## config.mk

```make
export PLATFORM = sky130hd
export DESIGN_NAME = fp64_int_cvt
export DESIGN_NICKNAME = d
export VERILOG_FILES = /design/src/rtl/fpcvt_pkg.sv /design/src/rtl/fpcvt_classify.sv /design/src/rtl/fpcvt_align.sv /design/src/rtl/fpcvt_resolve.sv /design/src/rtl/fp64_int_cvt.sv
export SDC_FILE = /design/constraint.sdc
export NUM_CORES = 1
export LEC_CHECK = 0
export BUFFER_PORTS_ARGS = -buffer_cell sky130_fd_sc_hd__buf_2
export CAP_MARGIN = 10
export CORE_ASPECT_RATIO = 1.75
export CORE_MARGIN = 10
export CORE_UTILIZATION = 45
export CTS_BUF_LIST = sky130_fd_sc_hd__clkbuf_8
export DETAILED_ROUTE_END_ITERATION = 12
export GPL_TIMING_DRIVEN = 0
export HOLD_SLACK_MARGIN = 0.12
export PLACE_DENSITY = 0.65
export SKIP_LAST_GASP = 1
export SLEW_MARGIN = 20
export SYNTH_ARGS = -nofsm -noshare
export SYNTH_HDL_FRONTEND = slang
export SYNTH_HIERARCHICAL = 1
export SYNTH_SLANG_ARGS = --single-unit
```

## constraint.sdc

```tcl
create_clock -name clk -period 1.4 [get_ports clk]
set_input_delay 0.14 -clock clk [delete_from_list [all_inputs] [get_ports clk]]
set_output_delay 0.14 -clock clk [all_outputs]
set_load 0.1 [all_outputs]
```

## src/rtl/fpcvt_pkg.sv

```systemverilog
package fpcvt_pkg;

  typedef enum logic [1:0] {
    RM_NEAR = 2'b00,
    RM_UP   = 2'b01,
    RM_DOWN = 2'b10,
    RM_ZERO = 2'b11
  } rmode_e;

  typedef enum logic [2:0] {
    CL_ZERO,
    CL_SUB,
    CL_NORM,
    CL_INF,
    CL_NAN
  } fclass_e;

  // Decide whether the truncated magnitude gains one.
  // lsb: integer LSB, half: first discarded bit, sticky: OR of the rest.
  function automatic logic round_up(rmode_e rm, logic neg, logic lsb,
                                    logic half, logic sticky);
    logic up;
    case (rm)
      RM_NEAR: up = half & (sticky | lsb);
      RM_UP:   up = ~neg & (half | sticky);
      RM_DOWN: up = neg & (half | sticky);
      default: up = 1'b0;
    endcase
    return up;
  endfunction

endpackage

```

## src/rtl/fpcvt_classify.sv

```systemverilog
module fpcvt_classify
  import fpcvt_pkg::*;
#(
  parameter int EXP_W  = 11,
  parameter int FRAC_W = 52
) (
  input  logic [EXP_W+FRAC_W:0] bits_i,
  output logic                  sign_o,
  output logic [EXP_W-1:0]      exp_o,
  output logic [FRAC_W-1:0]     frac_o,
  output fclass_e               cls_o
);

  localparam int W = EXP_W + FRAC_W + 1;

  assign sign_o = bits_i[W-1];
  assign exp_o  = bits_i[W-2:FRAC_W];
  assign frac_o = bits_i[FRAC_W-1:0];

  always_comb begin
    if (exp_o == '0)
      cls_o = (frac_o == '0) ? CL_ZERO : CL_SUB;
    else if (&exp_o)
      cls_o = (frac_o == '0) ? CL_INF : CL_NAN;
    else
      cls_o = CL_NORM;
  end

endmodule

```

## src/rtl/fpcvt_align.sv

```systemverilog
module fpcvt_align #(
  parameter int EXP_W  = 11,
  parameter int FRAC_W = 52,
  parameter int INT_W  = 32
) (
  input  logic [EXP_W-1:0]  exp_i,
  input  logic [FRAC_W-1:0] frac_i,
  output logic [INT_W-1:0]  ipart_o,
  output logic              half_o,
  output logic              sticky_o,
  output logic              window_o,
  output logic              big_o
);

  localparam int BIAS = (1 << (EXP_W - 1)) - 1;
  localparam int LO   = BIAS - 1;
  localparam int HI   = BIAS + INT_W - 1;
  localparam int MW   = FRAC_W + 1;
  localparam int TW   = MW + INT_W;
  localparam int SHW  = $clog2(INT_W + 1);

  logic [SHW-1:0] shamt;
  logic [TW-1:0]  placed;

  assign big_o    = int'(exp_i) > HI;
  assign window_o = (int'(exp_i) >= LO) && !big_o;
  assign shamt    = window_o ? SHW'(int'(exp_i) - LO) : '0;

  // Binary point sits between bit MW and bit MW-1 after the shift.
  assign placed   = {{INT_W{1'b0}}, 1'b1, frac_i} << shamt;

  assign ipart_o  = placed[TW-1:MW];
  assign half_o   = placed[MW-1];
  assign sticky_o = |placed[MW-2:0];

endmodule

```

## src/rtl/fpcvt_resolve.sv

```systemverilog
module fpcvt_resolve
  import fpcvt_pkg::*;
#(
  parameter int INT_W = 32
) (
  input  fclass_e          cls_i,
  input  logic             sign_i,
  input  logic             signed_i,
  input  rmode_e           rm_i,
  input  logic [INT_W-1:0] ipart_i,
  input  logic             half_i,
  input  logic             sticky_i,
  input  logic             window_i,
  input  logic             big_i,
  output logic [INT_W-1:0] res_o,
  output logic             inv_o,
  output logic             inx_o,
  output logic             ev_sat_o,
  output logic             ev_low_o,
  output logic             ev_clip_o
);

  localparam logic [INT_W-1:0] UMAX = '1;
  localparam logic [INT_W-1:0] SMAX = {1'b0, {(INT_W-1){1'b1}}};
  localparam logic [INT_W-1:0] SMIN = {1'b1, {(INT_W-1){1'b0}}};

  logic             up;
  logic             frac_nz;
  logic [INT_W-1:0] mag;
  logic [INT_W-1:0] lim;

  assign up       = round_up(rm_i, sign_i, ipart_i[0], half_i, sticky_i);
  assign frac_nz  = half_i | sticky_i;
  assign ev_sat_o = big_i;
  assign ev_low_o = !big_i && !window_i && (cls_i != CL_ZERO);

  always_comb begin
    res_o     = '0;
    inv_o     = 1'b0;
    inx_o     = 1'b0;
    ev_clip_o = 1'b0;
    mag       = ipart_i;
    lim       = sign_i ? SMIN : SMAX;
    if (cls_i == CL_NAN && signed_i) begin
      inv_o = 1'b1;
    end else if (big_i) begin
      inv_o = 1'b1;
      if (signed_i)
        res_o = sign_i ? SMIN : SMAX;
      else
        res_o = (sign_i && cls_i != CL_NAN) ? '0 : UMAX;
    end else if (window_i) begin
      if (!signed_i) begin
        if (up) begin
          if (ipart_i != UMAX) mag = ipart_i + INT_W'(1);
          else                 inv_o = 1'b1;
        end
        if (mag != '0 && sign_i) begin
          res_o = '0;
          inv_o = 1'b1;
        end else begin
          res_o = mag;
          inx_o = frac_nz;
        end
      end else begin
        if (up && ipart_i != UMAX) mag = ipart_i + INT_W'(1);
        if (mag > lim) begin
          mag       = lim;
          inv_o     = 1'b1;
          ev_clip_o = 1'b1;
        end else begin
          inx_o = frac_nz;
        end
        res_o = sign_i ? (~mag + INT_W'(1)) : mag;
      end
    end else if (cls_i != CL_ZERO) begin
      inx_o = 1'b1;
      if (rm_i == RM_UP && !sign_i) begin
        res_o = INT_W'(1);
      end else if (rm_i == RM_DOWN && sign_i) begin
        if (signed_i) res_o = UMAX;
        else          inv_o = 1'b1;
      end
    end
  end

endmodule

```

## src/rtl/fp64_int_cvt.sv

```systemverilog
module fp64_int_cvt
  import fpcvt_pkg::*;
#(
  parameter int EXP_W  = 11,
  parameter int FRAC_W = 52,
  parameter int INT_W  = 32
) (
  input  logic                  clk,
  input  logic                  rst_n,
  input  logic                  in_valid,
  input  logic [EXP_W+FRAC_W:0] in_fp,
  input  logic                  in_signed,
  input  logic [1:0]            in_rmode,
  input  logic                  in_trunc,
  output logic                  out_valid,
  output logic [INT_W-1:0]      out_int,
  output logic                  out_invalid,
  output logic                  out_inexact,
  output logic                  out_denorm
);

  logic              sign_w;
  logic [EXP_W-1:0]  exp_w;
  logic [FRAC_W-1:0] frac_w;
  fclass_e           cls_w;
  rmode_e            rm_eff;
  logic [INT_W-1:0]  ipart_w;
  logic              half_w;
  logic              sticky_w;
  logic              window_w;
  logic              big_w;
  logic [INT_W-1:0]  res_w;
  logic              inv_w;
  logic              inx_w;
  // Named internal events, observed by the bound checker.
  logic              ev_sat;
  logic              ev_low;
  logic              ev_clip;

  assign rm_eff = in_trunc ? RM_ZERO : rmode_e'(in_rmode);

  fpcvt_classify #(.EXP_W(EXP_W), .FRAC_W(FRAC_W)) u_class (
    .bits_i (in_fp),
    .sign_o (sign_w),
    .exp_o  (exp_w),
    .frac_o (frac_w),
    .cls_o  (cls_w)
  );

  fpcvt_align #(.EXP_W(EXP_W), .FRAC_W(FRAC_W), .INT_W(INT_W)) u_align (
    .exp_i    (exp_w),
    .frac_i   (frac_w),
    .ipart_o  (ipart_w),
    .half_o   (half_w),
    .sticky_o (sticky_w),
    .window_o (window_w),
    .big_o    (big_w)
  );

  fpcvt_resolve #(.INT_W(INT_W)) u_resolve (
    .cls_i     (cls_w),
    .sign_i    (sign_w),
    .signed_i  (in_signed),
    .rm_i      (rm_eff),
    .ipart_i   (ipart_w),
    .half_i    (half_w),
    .sticky_i  (sticky_w),
    .window_i  (window_w),
    .big_i     (big_w),
    .res_o     (res_w),
    .inv_o     (inv_w),
    .inx_o     (inx_w),
    .ev_sat_o  (ev_sat),
    .ev_low_o  (ev_low),
    .ev_clip_o (ev_clip)
  );

  always_ff @(posedge clk or negedge rst_n) begin
    if (!rst_n) begin
      out_valid   <= 1'b0;
      out_int     <= '0;
      out_invalid <= 1'b0;
      out_inexact <= 1'b0;
      out_denorm  <= 1'b0;
    end else begin
      out_valid <= in_valid;
      if (in_valid) begin
        out_int     <= res_w;
        out_invalid <= inv_w;
        out_inexact <= inx_w;
        out_denorm  <= (cls_w == CL_SUB);
      end
    end
  end

endmodule

```

==> metrics, run 1 <==
result of the run did not finish; failing step global routing (5_1_grt); First Err [ERROR GRT-0116] Global routing finished with congestion. Check the congestion regions in the DRC Viewer.; Total Routing Usage GR 0.631; synthesized area 12,200 um2; number of I/O pins 107; post-placement cell count 2,151; cell area after placement 13,600 um2; number of warnings issued by yosys 6; total clock sinks 36; Die Height 237 um; number of instances in the synthesized netlist 1,722; first-pass GRT wire length 164 mm; largest net degree at the start of global routing 37; GRT Residual Overflow 222; buffers from clock root to sink, at most 2; row count 79; via count of the first global-routing pass 21,300; Initial Utilization 0.457; clock buffers created by TritonCTS 5; buffer type at the clock tree root sky130_fd_sc_hd__clkbuf_8; number of buffers added on ports 104; HPWL reported at the end of detailed placement 62.2 mm; deepest level of the CTS H-tree 2; Placer Congestion 1.16; Avg Synthesized Cell Area 7.06 um2; post-synth net total 1,833; die outline width 144 um
## stage by stage
step	hold slack, ns	util	worst slack, ns	TNS, ns
2_1_floorplan	-0.156	-	-5.82	-180.15
3_3_place_gp	0.233	0.511	-9.40	-288.47
3_5_place_dp	0.255	0.511	-9.24	-284.50
4_1_cts	0.499	0.661	-6.24	-197.46
## metal layers
layer | overflow | track usage
met1 | 4 | 0.604
met2 | 126 | 0.818
met3 | 11 | 0.469
met4 | 80 | 0.639
met5 | 1 | 0.156
## repair_timing
action                                  in CTS
hold endpoints to repair                    37
cloned                                       5
pin swaps                                  139
gates resized for setup                    481
hold buffers                                 2
setup buffers                              196
endpoints found under the setup margin      35
==> inputs of run 2 (changes only) <==
CORE_ASPECT_RATIO = default   (was 1.75)
CORE_UTILIZATION = 30   (was 45)
CTS_BUF_LIST = default   (was sky130_fd_sc_hd__clkbuf_8)
HOLD_SLACK_MARGIN = default   (was 0.12)
PLACE_DENSITY = default   (was 0.65)
PLACE_DENSITY_LB_ADDON = 0.15   (was default)
==> run 2 against run 1 <==
Against the previous run:
- the flow now finishes, with violations (negative setup slack)
- synthesized cell count stayed put
- synthesized area did not move
==> metrics, run 2 <==
number of I/O pins 107 (unchanged); total clock sinks 36 (unchanged); deepest level of the CTS H-tree 2 (unchanged); element type at the critical path end register; final routed wirelength across all metal layers 78.4 mm; # setup viols final 35; Min Hold Slack 0.491 ns; Placer Congestion 1.03 (-11%); buffers from clock root to sink, at most 2 (unchanged); number of cells on the worst reg-to-reg path 1; RSZ-0062 raised after global routing yes; core region area 39,900 um2; via count of the first global-routing pass 16,600; synthesized area 12,200 um2 (unchanged); end of the critical path out_int[8]$_DFFE_PN0P_; first-pass GRT wire length 113 mm; largest net degree at the start of global routing 37; Most flops, register out_int; number of antenna-violating nets in the routed design 0; maximum fanout along the worst path 10; Routed wire per std cell 30.4 um; net switching share of the total power 0.509; Storage cell area 901 um2; DRC violation count after routing 0; number of instances in the synthesized netlist 1,722 (unchanged); final core utilization 0.462; number of nets in the finished design 2,164; relative contribution of sequential cells to total power 0.167; source-to-sink clock delay at the later pin of the worst-skew pair 0.28 ns; Max Fclk 125 MHz; Tightest Pin Transition 1.02 ns; post-synth net total 1,833 (unchanged); violated checks negative setup slack; number of buffers added on ports 104 (unchanged); result of the run complete, but fails checks; clock share of power 0.168; switching power summed over all nets 3.83 mW; Internal Dissipation 3.69 mW; detail-routed via count per cell 6.53; Initial Utilization 0.305 (-0.153); clk slew on worst S/H paths 0.06 ns; type of origin of the critical path input port; number of fillers in the final layout 3,956; detailed-route via count 16,800; highest ir drop seen on vdd 0.000602 V; Worst Setup Path Type input port to register; most common library cell in the layout ignoring fill and taps sky130_fd_sc_hd__buf_4; die outline width 221 um (+53%); clock buffers created by TritonCTS 5 (unchanged); Initial DRC Count 1,946; max capacitance violation total 0; number of warnings issued by yosys 6 (unchanged); setup slack of the critical path after layout -6.59 ns; row count 73 (-7.6%); WP data arrival 8.15 ns; Die Height 221 um (-6.8%); Final Total Pwr 7.52 mW; Pwr per Cell Area 408 nW/um2; Static Leak 7.51 nW; number of failing hold endpoints at the final stage 0; Total Routing Usage GR 0.296; multi-input gate area in the final layout 12,500 um2; layout cell share with drive strength beyond 1 0.469; HPWL reported at the end of detailed placement 59.2 mm (-4.8%); clock skew 0 ns; maximum cell stage delay along the critical path 0.72 ns; share of the clock period used by the worst path 5.70; number of inserted diodes 0; crit path time final 7.99 ns; worst reg2reg startpoint out_int[21]$_DFFE_PN0P_; Avg Synthesized Cell Area 7.06 um2 (unchanged); beginning of the critical path in_fp[53]; number of flip-flops under the largest register name 32; CTS tree yes; logic gate share of total power 0.666; GRT Residual Overflow 0; buffer type at the clock tree root sky130_fd_sc_hd__clkbuf_16; initial antenna violation count 1; RR Endpoint out_int[21]$_DFFE_PN0P_; Initial DRT Pass Iterations 6; Critical Path RT 1.57 ns; Slew Limit Fails 0; max-slew headroom at the worst pin 0.317; Area Growth Syn to Fin 51.6%; area of the die 49,000 um2; register-to-register path setup slack 0.63 ns; most frequent cells in the layout 273 x sky130_fd_sc_hd__buf_4, 222 x sky130_fd_sc_hd__nand2_1, 106 x sky130_fd_sc_hd__nor2_1; Max stage delay cell, worst path sky130_fd_sc_hd__buf_1; worst min path class input port to asynchronous set/reset pin
[run 2: worst min-delay path by stage]
stage / startpoint / to / slack [ns] / depth (start not counted)
2_1_floorplan: rst_n / out_denorm$_DFFE_PN0P_ / -0.16 / 0
3_3_place_gp: in_valid / out_valid$_DFF_PN0_ / 0.27 / 1
3_5_place_dp: rst_n / out_int[25]$_DFFE_PN0P_ / 0.28 / 1
4_1_cts: out_int[31]$_DFFE_PN0P_ / out_int[31]$_DFFE_PN0P_ / 0.50 / 1
5_1_grt: out_int[24]$_DFFE_PN0P_ / out_int[24]$_DFFE_PN0P_ / 0.51 / 1
6_report: rst_n / out_int[25]$_DFFE_PN0P_ / 0.49 / 2
[run 2: cell type report]
type / instances / area share
buffer: 188 / 0.0908
clock buffer: 6 / 0.00699
clock inverter: 2 / 0.00190
inverter: 28 / 0.00631
multi-input combinational: 1467 / 0.676
sequential: 36 / 0.0489
tap: 525 / 0.0356
timing repair buffer: 327 / 0.134
[run 2: what timing repair did]
item | 4_1_cts | 5_1_grt
hold buffers | 2 | 0
pin swaps | 130 | 90
cloned | 3 | 1
buffers inserted | 161 | 65
setup endpoints to repair | 35 | 35
resized for setup | 467 | 139
endpoints found under the hold margin | 37 | 0
[run 2: through the flow]
stage,TNS [ns],worst slack (ns),instances,instance area (um2)
2_1_floorplan,-180.15,-5.82,1722,12700
3_3_place_gp,-279.94,-9.03,2351,13800
3_5_place_dp,-276.62,-8.92,2352,13900
4_1_cts,-199.80,-6.29,2522,17400
5_1_grt,-211.08,-6.70,2579,18400
6_report,-207.28,-6.59,2579,18400
[run 2: power groups by stage]
| stage | Sequential (mW) | Combinational (mW) | Clock (mW) |
|---|---|---|---|
| 5_1_grt | 1.28 | 5.17 | 1.34 |
| 2_1_floorplan | 2.27 | 1.89 | 0 |
| 6_report | 1.25 | 5.00 | 1.26 |
| 4_1_cts | 1.26 | 4.64 | 1.28 |
| 3_3_place_gp | 1.27 | 4.11 | 0 |
| 3_5_place_dp | 1.27 | 4.08 | 0 |
[run 2: critical path, delay by kind of cell]
| kind | cells | cell delay, ns |
|---|---|---|
| compound gates | 10 | 2.13 |
| mux | 2 | 0.43 |
| xor+xnor | 1 | 0.18 |
| buf+inv | 12 | 2.72 |
| fa+ha+maj | 2 | 0.54 |
| simple gates | 10 | 1.99 |
[run 2: metal layers]
layer	global-route usage	wire length, um
met5	0	13
met4	0.189	5940
met3	0.0411	6170
met2	0.489	36200
met1	0.355	30000
Note: power is estimated with default switching activity, not from simulation.
==> inputs of run 3 (changes only) <==
ABC_AREA = 1   (was default)
SETUP_SLACK_MARGIN = 0.5   (was default)
SLEW_MARGIN = 10   (was 20)
==> run 3 against run 2 <==
Against the previous run:
- register-to-register slack about the same
- global-route usage down 6.7 points
- the flow finishes with violations (negative hold slack, negative setup slack)
- die area down 9.3%
- clock power about the same
- non-clock buffer count down 113
- synthesized cell count up 21%
- highest routed layer is now met4
- sequential cell count unchanged
- critical path type unchanged
- total power up 58%
- cell area down 9.0%
- first-iteration DRC count down 27%
- sequential power up 5%
==> metrics, run 3 <==
result of the run complete, but fails checks; violated checks negative hold slack, negative setup slack; post-placement cell count 2,652 (+13%); Routed wire per std cell 19.6 um (-35%); initial antenna violation count 0 (-1); maximum cell stage delay along the critical path 0.33 ns (-0.39 ns); HPWL reported at the end of detailed placement 43.1 mm (-27%); max capacitance violation total 0 (unchanged); number of failing hold endpoints at the final stage 36 (+36); synthesized area 10,900 um2 (-10%); CTS tree yes; largest net degree at the start of global routing 37 (unchanged); logic depth of the worst path, buffers included 56 (+51%); number of cells on the worst reg-to-reg path 3 (+2); Placer Congestion 0.999 (-2.6%); GRT Residual Overflow 0 (unchanged); highest ir drop seen on vdd 0.000518 V (-14%); number of buffer and inverter stages on the critical path 12 (unchanged); via count of the first global-routing pass 14,100 (-15%); number of I/O pins 107 (unchanged); most frequent cells in the layout 682 x sky130_fd_sc_hd__nand2_1, 200 x sky130_fd_sc_hd__nand3_1, 187 x sky130_fd_sc_hd__buf_4; row count 69 (-5.5%); Total Routing Usage GR 0.230 (-0.0665); DRC violation count after routing 0 (unchanged); cell family with most CP delay simple AND/OR/NAND/NOR gates; clk slew on worst S/H paths 0.05 ns (about the same); setup slack of the critical path after layout -5.11 ns (+1.47 ns); max-slew headroom at the worst pin 0.412 (+0.0942); Worst Setup Path Type input port to register; source-to-sink clock delay at the later pin of the worst-skew pair 0.28 ns (about the same); number of antenna-violating nets in the routed design 0 (unchanged); detail-routed via count per cell 5.44 (-17%); final core utilization 0.469 (+0.00728); Initial DRC Count 1,413 (-27%); crit path time final 6.51 ns (-1.47 ns); number of flip-flops under the largest register name 32 (unchanged); # setup viols final 34 (-2.9%); clock buffers created by TritonCTS 5 (unchanged); clock skew 0 ns (unchanged); Static Leak 8.11 nW (+7.9%); Max Fclk 154 MHz (+23%); final routed wirelength across all metal layers 54.9 mm (-30%); register-to-register path setup slack 0.62 ns (about the same); worst min path class input port to asynchronous set/reset pin; most common library cell in the layout ignoring fill and taps sky130_fd_sc_hd__nand2_1; die outline width 211 um (-4.7%); Slew Limit Fails 0 (unchanged); first-pass GRT wire length 80.8 mm (-28%); area of the die 44,400 um2 (-9.3%); WP data arrival 6.69 ns (-1.46 ns); element type at the critical path end register; Min Hold Slack -0.0686 ns (-0.559 ns); layout cell share with drive strength beyond 1 0.429 (-0.0406); number of warnings issued by yosys 6 (unchanged); Most flops, register out_int; number of inserted diodes 0 (unchanged); detailed-route via count 15,200 (-9.7%); RSZ-0062 raised after global routing yes; number of buffers added on ports 105 (+0.96%); number of fillers in the final layout 3,832 (-3.1%); Finished Layout Cells 2,798 (+8.5%); deepest level of the CTS H-tree 2 (unchanged); number of hold-repair buffers added at the cts stage 1 (-1); buffer type at the clock tree root sky130_fd_sc_hd__clkbuf_16; Pwr per Cell Area 707 nW/um2 (+73%); Area Growth Syn to Fin 53.5%; Initial DRT Pass Iterations 6 (unchanged); number of nets in the finished design 2,447 (+13%); Initial Utilization 0.306 (+0.00101); Max stage delay cell, worst path sky130_fd_sc_hd__nor3b_4; share of the clock period used by the worst path 4.65 (-1.05); post-synth net total 2,197 (+20%); Avg Synthesized Cell Area 5.24 um2 (-26%); core region area 35,700 um2 (-10%); maximum fanout along the worst path 10 (unchanged); Die Height 211 um (-4.7%); total clock sinks 36 (unchanged); buffers from clock root to sink, at most 2 (unchanged); number of instances in the synthesized netlist 2,086 (+21%); Tightest Pin Transition 0.883 ns (-0.141 ns); Final Total Pwr 11.8 mW (+58%); type of origin of the critical path input port; Critical Path RT 1.57 ns (about the same)
## run 3: worst reg2reg max path: stages (launching register included)
cell and delay (ns):
sky130_fd_sc_hd__dfrtp_2 0.42, sky130_fd_sc_hd__buf_4 0.14, sky130_fd_sc_hd__nand2_2 0.06, sky130_fd_sc_hd__nand2_1 0.05
## run 3: path summary, 6_finish.rpt
check                                             start                      end
worst max-delay path                          in_fp[53]  out_int[26]$_DFFE_PN0P_
worst min-delay path                              rst_n   out_int[1]$_DFFE_PN0P_
min in group clk                               in_valid  out_inexact$_DFFE_PN0P_
worst max register to register   out_int[6]$_DFFE_PN0P_   out_int[6]$_DFFE_PN0P_
worst min register to register  out_int[19]$_DFFE_PN0P_  out_int[19]$_DFFE_PN0P_
max in group asynchronous                         rst_n   out_int[3]$_DFFE_PN0P_
## run 3: cell type report
| cell class | instances | area, um2 | area share |
|---|---|---|---|
| flip-flops and latches | 36 | 946 | 0.0564 |
| well taps | 461 | 577 | 0.0344 |
| plain buffers | 160 | 1380 | 0.0823 |
| clock inverters | 3 | 42.5 | 0.00254 |
| clock buffers | 5 | 125 | 0.00746 |
| inverters | 153 | 617 | 0.0368 |
| repair buffers | 242 | 2160 | 0.129 |
| multi-input cells | 1738 | 10900 | 0.651 |
## run 3: through the flow
step	TNS, ns	instance area [um2]	worst slack, ns	hold slack (ns)
floorplan	-140.39	11300	-4.36	-0.156
global placement	-222.41	12400	-6.95	0.276
detailed placement	-223.38	12400	-6.95	0.269
CTS	-164.77	14000	-5.10	-0.0316
global route	-177.97	16800	-5.43	-0.00156
finish	-167.40	16800	-5.11	-0.0686
## run 3: where the power goes
| group | internal [mW] | switching [mW] |
|---|---|---|
| sequential | 1.19 | 0.120 |
| combinational | 3.36 | 5.93 |
| clock | 0.835 | 0.415 |
## run 3: repair_timing
item	in CTS	in global routing
buffers inserted	68	63
resized for setup	241	572
endpoints found under the setup margin	71	71
cloned	2	4
pin swaps	55	158
endpoints found under the hold margin	37	14
## run 3: routing by layer
layer | up-vias | global-route usage | share of wire
met5 | - | 0 | 0
met2 | 688 | 0.364 | 0.44
met4 | 0 | 0.0452 | 0.021
met3 | 88 | 0.0432 | 0.089
met1 | 7160 | 0.317 | 0.45
li1 | 7274 | - | -
